$ cat src/rtl/mbyte_matcher.sv
module mbyte_matcher #(
  parameter int LANES   = 4,
  parameter int NUM_PAT = 5,
  parameter int MAX_LEN = 8,
  parameter logic [NUM_PAT*MAX_LEN*8-1:0] PATS =
    {"qqqqqqqa", "qqqqqqqa", "acbacbac", "qqqqqqab", "qqqqqcba"},
  parameter logic [NUM_PAT*8-1:0] PAT_LENS = {8'd0, 8'd1, 8'd8, 8'd2, 8'd3}
) (
  input  logic                       clk,
  input  logic                       rst_n,
  input  logic                       in_valid,
  input  logic [8*LANES-1:0]         in_data,
  output logic                       out_valid,
  output logic [NUM_PAT-1:0]         out_hit,
  output logic [NUM_PAT*LANES-1:0]   out_offset
);
  localparam int STAGES = (MAX_LEN + 2*LANES - 2) / LANES;
  localparam int LINES  = NUM_PAT * MAX_LEN;

  logic [LANES-1:0][LINES-1:0]              dec;
  logic [STAGES-1:0][LANES-1:0][LINES-1:0]  hist;
  logic                                     v_q;
  logic [NUM_PAT*LANES-1:0]                 fire;

  for (genvar l = 0; l < LANES; l++) begin : g_lane
    for (genvar p = 0; p < NUM_PAT; p++) begin : g_pat
      localparam int LN = int'(PAT_LENS[p*8 +: 8]);
      for (genvar i = 0; i < MAX_LEN; i++) begin : g_chr
        if (i < LN) begin : g_cmp
          assign dec[l][p*MAX_LEN+i] = (in_data[l*8 +: 8] == PATS[(p*MAX_LEN+i)*8 +: 8]);
        end else if (i == 0) begin : g_off
          assign dec[l][p*MAX_LEN+i] = 1'b0;
        end else begin : g_pad
          assign dec[l][p*MAX_LEN+i] = 1'b1;
        end
      end
    end
  end

  always_ff @(posedge clk) begin
    if (!rst_n) begin
      hist <= '0;
      v_q  <= 1'b0;
    end else begin
      v_q <= in_valid;
      if (in_valid) begin
        hist[0] <= dec;
        for (int s = 1; s < STAGES; s++) hist[s] <= hist[s-1];
      end
    end
  end

  for (genvar p = 0; p < NUM_PAT; p++) begin : g_cmpp
    for (genvar o = 0; o < LANES; o++) begin : g_off
      logic [MAX_LEN-1:0] m_b;
      for (genvar i = 0; i < MAX_LEN; i++) begin : g_bit
        localparam int POS = o + i;
        assign m_b[i] = hist[STAGES-1-POS/LANES][POS%LANES][p*MAX_LEN+i];
      end
      assign fire[p*LANES+o] = &m_b;
    end
    assign out_hit[p] = |out_offset[p*LANES +: LANES];
  end

  assign out_valid  = v_q;
  assign out_offset = v_q ? fire : '0;
endmodule

$ cat config.mk
export PLATFORM = sky130hd
export DESIGN_NAME = mbyte_matcher
export DESIGN_NICKNAME = d
export VERILOG_FILES = /design/src/rtl/mbyte_matcher.sv
export SDC_FILE = /design/constraint.sdc
export NUM_CORES = 1
export LEC_CHECK = 0
export ABC_AREA = 1
export CAP_MARGIN = 15
export CORE_ASPECT_RATIO = 0.75
export CORE_MARGIN = 2
export CORE_UTILIZATION = 35
export DETAILED_ROUTE_END_ITERATION = 7
export GPL_ROUTABILITY_DRIVEN = 0
export GPL_TIMING_DRIVEN = 0
export HOLD_SLACK_MARGIN = 0.15
export REMOVE_ABC_BUFFERS = 1
export SLEW_MARGIN = 20
export SYNTH_ARGS = -nofsm -noshare
export SYNTH_HDL_FRONTEND = slang
export SYNTH_SLANG_ARGS = --single-unit
$ cat constraint.sdc
create_clock -name clk -period 1.7 [get_ports clk]
set_input_delay 0.17 -clock clk [delete_from_list [all_inputs] [get_ports clk]]
set_output_delay 0.17 -clock clk [all_outputs]
set_load 0.05 [all_outputs]
[Word-level counts from Yosys, hierarchy flattened]
Index checks and enable logic that the tools add are counted.
Storage, ports and cells
  register bits: 312
  bits of input ports: 35
  output and inout bits: 26
Operators by class
  eq/ne operators: 12
  mux-type cells: 1
  reduce and logical (&&, ||, !) cells: 21
Operator list (count)
  $reduce_and A8 Y1: 16
  $eq A8 B7 Y1 const B: 12
  $mux W16: 1
  $reduce_or A4 Y1: 4
  $reduce_or A4 Y1 const A: 1

[Longest topological paths before layout]
  depth in word-level cells: 3
  mapped depth: 6
  mapped depth without buffers: 6

[Worst setup path after synthesis]
Ideal clock, no wire load.
  kind: register -> output
  from: reg v_q, in the netlist out_valid
  to: out out_hit[0]
  arrival: 1.941 ns
  data required time: 1.530 ns
  setup slack: -0.411 ns
  stages on the path, launching flop included: 5
  path buffers: 0
  cells stage by stage: dfxtp_1 -> nand2_1 -> nor2_2 -> nand3_1 -> nand4_1
Between the ends
  cells in the longest elaborated chain, start to end: 2
RTL lines
  start: declaration: line 22  | logic v_q;
  start signal: assignment: line 45  | v_q <= in_valid;
  $mux W16: line 66  | assign out_offset = v_q ? fire : '0;
  $reduce_or A4 Y1: line 62  | assign out_hit[p] = |out_offset[p*LANES +: LANES];
  end: declaration: line 14  | output logic [NUM_PAT-1:0] out_hit,
Every way passes these cells.

==> results.md <==
* Worst Reg-to-Reg Cells at 2
* Clk pin slew, worst setup/hold paths at 80 ps
* Hold Buf Count CTS at 0
* Finished Cell Area at 0.00253 mm²
* Relative slew slack at 0.306
* Vias at 1,823
* Antenna diode count at 0
* Crit path time final at 1640 ps
* Sequential area share after synthesis at 0.418
* Critical path start-end classification: flop to output port
* Drt wl/cell at 10.4 µm
* CTS max path bufs at 2
* First-pass GRT wire length at 7040 µm
* Pre-CTS setup slack at -334 ps
* Detailed Route Iter0 Violations at 91
* Period utilization at 0.962
* Least-Margin Pin Slew at 1040 ps
* Worst skew pair latency at 300 ps
* Post-detail-place hpwl at 3180 µm
* Synth Area per Inst at 6.50 µm²
* Fraction of layout cells with a size suffix above 1 at 0.110
* Global Route Usage Sum at 0.151
* Row cnt at 23
* Setup crit start kind: flop
* Arr. time, crit path at 1470 ps
* CTS Root Cell: clkbuf_8
* Port Buffers at 55
* Vias in the first global route at 1,550
* Initial antenna violation count at 0
* Die Area at 0.00609 mm²
* First-pass iteration count of the detailed router at 4
* CP bufs+invs at 2
* Slowest cell on crit path: dfxtp_1
* TNS Setup at 0 ps
* Remaining antenna violation count at 0
* Static leakage at 1.26 nW
* Die Span Y at 68.1 µm
* CTS tree: done
* Max cap viols at 0
* Remaining global-route overflow at 0
* Worst Setup EP: out_offset[8]
* Distinct cells, synth at 20
* Area of the multi-input gates at 861 µm²
* Critical Path RT at 1530 ps
* Critical Path Max Stage Delay at 400 ps
* Post-CTS setup buffers at 0
* Synth Register Bits at 40
* Power Density at 809 mW/mm²
* Max Fclk at 611 MHz
* Die Wd at 89.5 µm
* Most frequent cells in the layout: nor2_1 (67), nand2_1 (53), inv_1 (46), dfxtp_1 (39), clkdlybuf4s50_1 (32)
* Reg-to-reg slack, setup at 1010 ps
* Crit. End Element: output port
* Register area at 805 µm²
* RSZ-0062 raised after global routing: no
* H-tree levels at 2
* Nets at 381
* Number of CTS-inserted buffers at 5
* Worst Setup SP: hist[184]
* Ports at 61
* Final setup skew at 6.57 ps
* Core box area at 0.00532 mm²
* Via/cell ratio at 4.32
* R2r endpoint: hist[184]
* Fillcell total at 582
* Crit path depth at 5
* Most common cell after layout, fill and taps aside: nor2_1
* Maximum vdd drop at 359 µV
* Crit-path cells: nand2_1 -> nor2_2 -> nand3b_1 -> inv_1 -> clkdlybuf4s18_2
* CP max FO at 4
* Final Hold Vio Count at 0
* Synth Cell Area at 0.00192 mm²
* Synthesized instance count at 295
* Layout area overhead at 32.2%
* CP top delay family: buffers and inverters
* DRC viols at 0
* Hold crit path type: input port to flop
* Slew Limit Fails at 0
* Setup violations, final at 0
* Synth Warn # at 0
* Dpl cell area at 0.00248 mm²
* Final WS setup at 63.9 ps
* Total clock sinks at 40
* Power, Total at 2.05 mW
* Largest net degree at the start of global routing at 41
* WL final at 4410 µm
* Reg-to-Reg Start: hist[184]
* Status: complete, no violations
* Starting density of the core at 0.360
flip-flops by register name, indices dropped and copies added, names as in the netlist:
register,cells
out_valid,1
hist,27
g_cmpp.g_off.m_b,12
worst min-delay path, cell delays in order:
cell and delay, ps:
buf_2 300, nand2_1 160, inv_1 40
how the worst min path moves through the flow:
stage / end / slack, ps / cells past startpoint / from
after global placement: hist[135] / 450 / 2 / hist[135]
after detailed placement: hist[135] / 460 / 2 / hist[135]
after floorplan: hist[224] / 260 / 1 / in_valid
after CTS: out_valid / 420 / 3 / in_valid
after global routing: hist[101] / 480 / 2 / in_valid
final: out_valid / 440 / 3 / in_valid
metrics by stage:
step	std cells	hold WS, ps	util
6_report	422	439	0.476
5_1_grt	422	479	0.476
4_1_cts	422	424	0.482
3_5_place_dp	414	456	0.465
3_3_place_gp	414	453	0.466
2_1_floorplan	284	259	-
cells in the mapped netlist:
master	number	area (µm²)
clkbuf_1	1	3.75
dfxtp_1	40	801
nor2_2	1	6.26
buf_4	6	45.0
nand3_1	16	80.1
nor2_1	68	255
conb_1	1	3.75
inv_2	2	7.51
nand3b_1	2	15.0
a21oi_1	14	70.1
clkbuf_2	4	20.0
nand4_1	3	18.8
nand2_2	1	6.26
o21ai_0	26	130
o211ai_1	4	30.0
nand2_1	54	203
buf_2	3	15.0
buf_6	1	11.3
nor2_4	2	22.5
inv_1	46	173
report_power, final:
part / internal, mW / switching, mW / total [mW]
clock: 0.442 / 0.351 / 0.793
combinational: 0.109 / 0.134 / 0.243
sequential: 0.979 / 0.0356 / 1.01
timing repair:
action,4_1_cts,5_1_grt
endpoints found under the setup margin,27,16
gates resized for setup,81,26
pin swaps,0,1
logic make-up (layout without fill, tap and decap cells):
group | after synthesis | in the layout | share of synthesized area
buf+inv | 63 | 111 | 0.144
simple gates | 147 | 147 | 0.317
flops | 40 | 40 | 0.418
other cells | 1 | 5 | 0.00196
compound gates | 44 | 44 | 0.120
area by class of cell:
cell class                      instances  area share
Clock inverter                          3      0.0183
Tap cell                               75      0.0370
Sequential cell                        40       0.318
Multi-Input combinational cell        196       0.340
Inverter                               48      0.0711
Timing Repair Buffer                   55       0.189
Clock buffer                            5      0.0272
routing by layer:
metal / part of all wire / track usage / vias to the layer above
met4: 0.0089 / 0.0392 / 0
met2: 0.40 / 0.233 / 52
met3: 0.064 / 0.0374 / 5
met5: 0 / 0 / -
met1: 0.53 / 0.211 / 770
li1: - / - / 996
Note: power is estimated with default switching activity, not from simulation.
